File: src/rtl/tmr_pkg.sv
package tmr_pkg;
    localparam int TMR_DW  = 32;
    localparam int TMR_PW  = 8;
    localparam int TMR_NREG = 4;

    typedef enum logic [1:0] {
        RIDX_CTL = 2'd0,
        RIDX_RLD = 2'd1,
        RIDX_SCL = 2'd2,
        RIDX_CNT = 2'd3
    } reg_idx_e;

    localparam logic [1:0] SIZE_WORD = 2'd2;

    // bit0 power, bit1 enable, bit2 auto-reload, bit3 flag
    typedef struct packed {
        logic flag;
        logic arl;
        logic en;
        logic pwr;
    } ctl_t;

    typedef struct packed {
        ctl_t              ctl;
        logic [TMR_DW-1:0] reload;
        logic [TMR_DW-1:0] scale;
        logic [TMR_DW-1:0] count;
        logic              irq;
    } tmr_state_t;
endpackage

File: src/rtl/tmr_regdec.sv
module tmr_regdec
    import tmr_pkg::*;
#(
    parameter int ADDR_W = 4
) (
    input  logic                           sel,
    input  logic                           we,
    input  logic [ADDR_W-1:0]              addr,
    input  logic [1:0]                     size,
    input  logic [TMR_NREG-1:0][TMR_DW-1:0] words,
    output logic [TMR_NREG-1:0]            wr_oh,
    output logic                           err,
    output logic [TMR_DW-1:0]              rdata
);
    localparam int IDX_W = $clog2(TMR_NREG);
    localparam int TOP_B = IDX_W + 2;

    logic             bad_shape;
    logic             bad_range;
    logic [IDX_W-1:0] idx;

    assign idx       = addr[TOP_B-1:2];
    assign bad_shape = (size != SIZE_WORD) || (addr[1:0] != 2'b00);

    generate
        if (ADDR_W > TOP_B) begin : g_hi
            assign bad_range = |addr[ADDR_W-1:TOP_B];
        end else begin : g_nohi
            assign bad_range = 1'b0;
        end
    endgenerate

    assign err = sel && (bad_shape || bad_range);

    for (genvar i = 0; i < TMR_NREG; i++) begin : g_strobe
        assign wr_oh[i] = sel && we && !err && (idx == IDX_W'(i));
    end

    always_comb begin
        rdata = '0;
        if (sel && !we && !err) rdata = words[idx];
    end
endmodule

File: src/rtl/tmr_prescale.sv
module tmr_prescale #(
    parameter int PRE_W = 8
) (
    input  logic             clk,
    input  logic             rst_n,
    input  logic             run,
    input  logic [PRE_W-1:0] factor_m1,
    output logic             tick
);
    logic [PRE_W-1:0] phase_d, phase_q;

    always_comb begin
        tick    = run && (phase_q >= factor_m1);
        phase_d = phase_q;
        if (!run || tick) phase_d = '0;
        else              phase_d = phase_q + 1'b1;
    end

    always_ff @(posedge clk or negedge rst_n) begin
        if (!rst_n) phase_q <= '0;
        else        phase_q <= phase_d;
    end
endmodule

File: src/rtl/core_tick_timer.sv
module core_tick_timer
    import tmr_pkg::*;
#(
    parameter int ADDR_W = 4
) (
    input  logic              clk,
    input  logic              rst_n,
    input  logic              bus_sel,
    input  logic              bus_we,
    input  logic [ADDR_W-1:0] bus_addr,
    input  logic [1:0]        bus_size,
    input  logic [31:0]       bus_wdata,
    output logic [31:0]       bus_rdata,
    output logic              bus_err,
    output logic              irq_pulse
);
    tmr_state_t st_d, st_q;

    logic [TMR_NREG-1:0]             wr_oh;
    logic [TMR_NREG-1:0][TMR_DW-1:0] words;
    logic                            run;
    logic                            tick;
    logic                            expire;
    logic                            unused_wbits;

    assign run          = st_q.ctl.pwr && st_q.ctl.en;
    assign unused_wbits = ^bus_wdata[TMR_DW-1:4];

    always_comb begin
        words              = '0;
        words[RIDX_CTL]    = {{(TMR_DW-4){1'b0}}, st_q.ctl};
        words[RIDX_RLD]    = st_q.reload;
        words[RIDX_SCL]    = st_q.scale;
        words[RIDX_CNT]    = st_q.count;
    end

    tmr_regdec #(.ADDR_W(ADDR_W)) u_dec (
        .sel   (bus_sel),
        .we    (bus_we),
        .addr  (bus_addr),
        .size  (bus_size),
        .words (words),
        .wr_oh (wr_oh),
        .err   (bus_err),
        .rdata (bus_rdata)
    );

    tmr_prescale #(.PRE_W(TMR_PW)) u_pre (
        .clk       (clk),
        .rst_n     (rst_n),
        .run       (run),
        .factor_m1 (st_q.scale[TMR_PW-1:0]),
        .tick      (tick)
    );

    assign expire = tick && (st_q.count == TMR_DW'(1));

    always_comb begin
        st_d     = st_q;
        st_d.irq = 1'b0;

        if (tick && st_q.count != '0) st_d.count = st_q.count - 1'b1;
        if (expire) st_d.count = st_q.ctl.arl ? st_q.reload : '0;

        if (wr_oh[RIDX_CTL]) st_d.ctl    = ctl_t'(bus_wdata[3:0]);
        if (wr_oh[RIDX_SCL]) st_d.scale  = bus_wdata;
        if (wr_oh[RIDX_RLD]) begin
            st_d.reload = bus_wdata;
            st_d.count  = bus_wdata;
        end
        if (wr_oh[RIDX_CNT]) st_d.count  = bus_wdata;

        if (expire) begin
            st_d.ctl.flag = 1'b1;
            st_d.irq      = 1'b1;
        end
    end

    always_ff @(posedge clk or negedge rst_n) begin
        if (!rst_n) st_q <= '0;
        else        st_q <= st_d;
    end

    assign irq_pulse = st_q.irq;
endmodule

File: config.mk
export PLATFORM = sky130hd
export DESIGN_NAME = core_tick_timer
export DESIGN_NICKNAME = d
export VERILOG_FILES = /design/src/rtl/tmr_pkg.sv /design/src/rtl/tmr_regdec.sv /design/src/rtl/tmr_prescale.sv /design/src/rtl/core_tick_timer.sv
export SDC_FILE = /design/constraint.sdc
export NUM_CORES = 1
export LEC_CHECK = 0
export BUFFER_PORTS_ARGS = -buffer_cell sky130_fd_sc_hd__buf_2
export CAP_MARGIN = 40
export CORE_UTILIZATION = 35
export DETAILED_ROUTE_END_ITERATION = 16
export PLACE_DENSITY_LB_ADDON = 0.1
export SLEW_MARGIN = 20
export SYNTH_ARGS = -nofsm -noshare
export SYNTH_HDL_FRONTEND = slang
export SYNTH_SLANG_ARGS = --single-unit
File: constraint.sdc
create_clock -name clk -period 7.1 [get_ports clk]
set_input_delay 0.71 -clock clk [delete_from_list [all_inputs] [get_ports clk]]
set_output_delay 0.71 -clock clk [all_outputs]
set_load 0.1 [all_outputs]
==> results.ini <==
[timing]
whs_ns = 0.349
slew_headroom_pct = 42.1
finalSetupViolCount = 0
hold_viol = 0
fin_crit_sh_pct = 56.1
rsz0062_at_grt = false
period_needed_ns = 3.98
max_freq_mhz = 251
worstMarginPinSlew_ns = 0.863
setup_ws_ns = 3.12
setup_tns_ns = 0
fin_worst_skew_ns = 0.0113
drv_slew = 0

[place]
place_ws_ns = 3.06
portBuffers = 75
dp_hpwl_um = 12100
place.gp.congestion = 0.787

[setup_path]
critPathRequiredTime_ns = 6.39
crit_chain = buf_2 > nor4b_1 > nand3b_1 > buf_4 > nor2_1 > buf_2
cp-start-kind = input port
slowest_stage = nand3b_1
path_common_cell = buf_2
max_stage_delay_ns = 0.75
crit_path_max_fanout = 17
worstSetupPathType = in2out
crit_arrival_ns = 3.27
critPathCaptureType = output port

[finish]
multi_input_area_um2 = 3420
layout.nets = 719
final_util_pct = 41.9
final_common_cell = dfrtp_1
num-fill-cells = 1759
regArea_um2 = 2730
syn_to_final_growth_pct = 15.3
mostFrequentLayoutCells = dfrtp_1, mux2_2, buf_2
n_antenna_cell = 0
drive_gt1_share_pct = 32.9

[clock_network]
clk_pin_slew_worst_paths_ns = 0.07
clockBufferDepth = 2
cts_resized = 0
cts_buffers = 9
root_buffer = clkbuf_16
cts_sinks = 109
cts_max_level = 3
ctsHoldBuffers = 0
post_cts_buffers = 0
clock_latency_ns = 0.36
cts_tree = built

[power_and_ir_drop]
p_leak_nw = 3.35
cellPowerDensity_nw_per_um2 = 242
internal_power_mw = 1.20
p_comb_share_pct = 25.7
power.switching_uw = 586
ir_drop_v = 0.000118
p_seq_share_pct = 44.1
p_total_mw = 1.78
p_sw_share_pct = 32.9
clock_power_share_pct = 30.2

[logic_synthesis]
syn_area_um2 = 6370
synth_area_leaders = dfrtp_1, mux2_2, a22oi_1
syn_inst = 603
yosysUniqueCellTypes = 60
synth_flop_cell = dfrtp_1
yosys_warnings = 0
synthArstFlopShare_pct = 100
synth.largest_area_cell = dfrtp_1
syn_area_per_cell_um2 = 10.6
synth.top_cell.area_share_pct = 42.8
synth_seq_cells = 109
ys_seq_area_share_pct = 42.8
synth-edff-count = 0
synth.net_count = 656

[status]
status = completed

[floorplan]
initial_utilization_pct = 36.4
std_cell_rows = 48
die_w_um = 137
die_area_um2 = 18800
die_h_um = 137
core_um2 = 17500
io_pins = 76

[global_routing]
grt_pass1_wl_um = 28200
globalRouteOverflowTotal = 0
grt_max_degree = 45
grt_pass1_vias = 5093
antenna_found_initial = 0
grt.total_usage_pct = 19.8

[detailed_routing]
dr_total_vias = 4992
wl_per_cell_um = 19.5
first_pass_iters = 4
ant_nets = 0
via_per_inst = 5.57
wl_um = 17500
first_iter_violations = 261
drc = 0

[hold_path]
hold_path_class = in2async

[run]
drv_cap = 0

[power by group through the flow]
| stage | logic [mW] | clock network, mW | registers [mW] |
|---|---|---|---|
| after floorplan | 0.348 | 0 | 0.765 |
| after global placement | 0.446 | 0 | 0.794 |
| after detailed placement | 0.456 | 0 | 0.797 |
| after CTS | 0.458 | 0.551 | 0.785 |
| after global routing | 0.509 | 0.575 | 0.798 |
| final | 0.457 | 0.538 | 0.786 |
[Yosys cell counts (all sizes together) (4+ instances only)]
library cell	n
a21oi	22
a221o	9
a221oi	6
a22oi	45
a31oi	4
buf	12
clkbuf	25
dfrtp	109
ha	11
inv	15
mux2	94
mux4	4
nand2	37
nand3	12
nor2	66
nor2b	8
nor3	10
nor4	11
o21ai	11
o31ai	11
or4	5
xnor2	13
xor2	19
[metal layers]
metal	up-vias	share of wire (%)	GRT usage [%]
met4	0	1.1	4.70
met5	-	0	0
met1	2522	47	25.9
met2	105	48	33.6
met3	13	3.6	3.70
li1	2352	-	-
[final timing paths]
check | startpoint | depth (start not counted) | endpoint | slack, ns
max | bus_size[0] | 6 | bus_rdata[5] | 3.12
min | rst_n | 1 | st_q[57] | 0.35
max reg2reg | st_q[1] | 9 | st_q[1] | 3.70
min reg2reg | st_q[100] | 2 | st_q[100] | 0.49
max in group asynchronous | rst_n | 3 | st_q[39] | 5.62
min in group clk | st_q[100] | 2 | st_q[100] | 0.49
[worst max-delay path, delay by kind of cell]
family / cells / cell delay, ns
and+or+nand+nor: 3 / 1.55
buffers and inverters: 3 / 1.00
[sequential cells by signal (all words and copies together) (netlist names)]
signal / flops
st_q: 100
irq_pulse: 1
u_pre.phase_q: 8
[cell families after synthesis]
family                   count (synthesis)  share of synthesized area [%]
buffers and inverters                   52                           3.53
XOR/XNOR                                32                           4.40
AO/OA/AOI/OAI                          121                           13.9
AND/OR/NAND/NOR                        179                           15.1
multiplexers                            99                           18.2
adder cells (fa/ha/maj)                 11                           2.16
flip-flops                             109                           42.8
[cell type report]
class	count	area share, %
clock buffers	11	3.44
clock inverters	5	0.800
inverters	15	0.766
multi-input cells	442	46.6
flip-flops and latches	109	37.1
well taps	225	3.83
repair buffers	89	7.44
[metrics by stage]
| step | area, µm² | instances |
|---|---|---|
| floorplan | 6370 | 603 |
| detailed placement | 7010 | 879 |
| global route | 7350 | 896 |
| finish | 7350 | 896 |
| global placement | 6940 | 875 |
| CTS | 7320 | 895 |
Power figures use the tool's default switching activity.
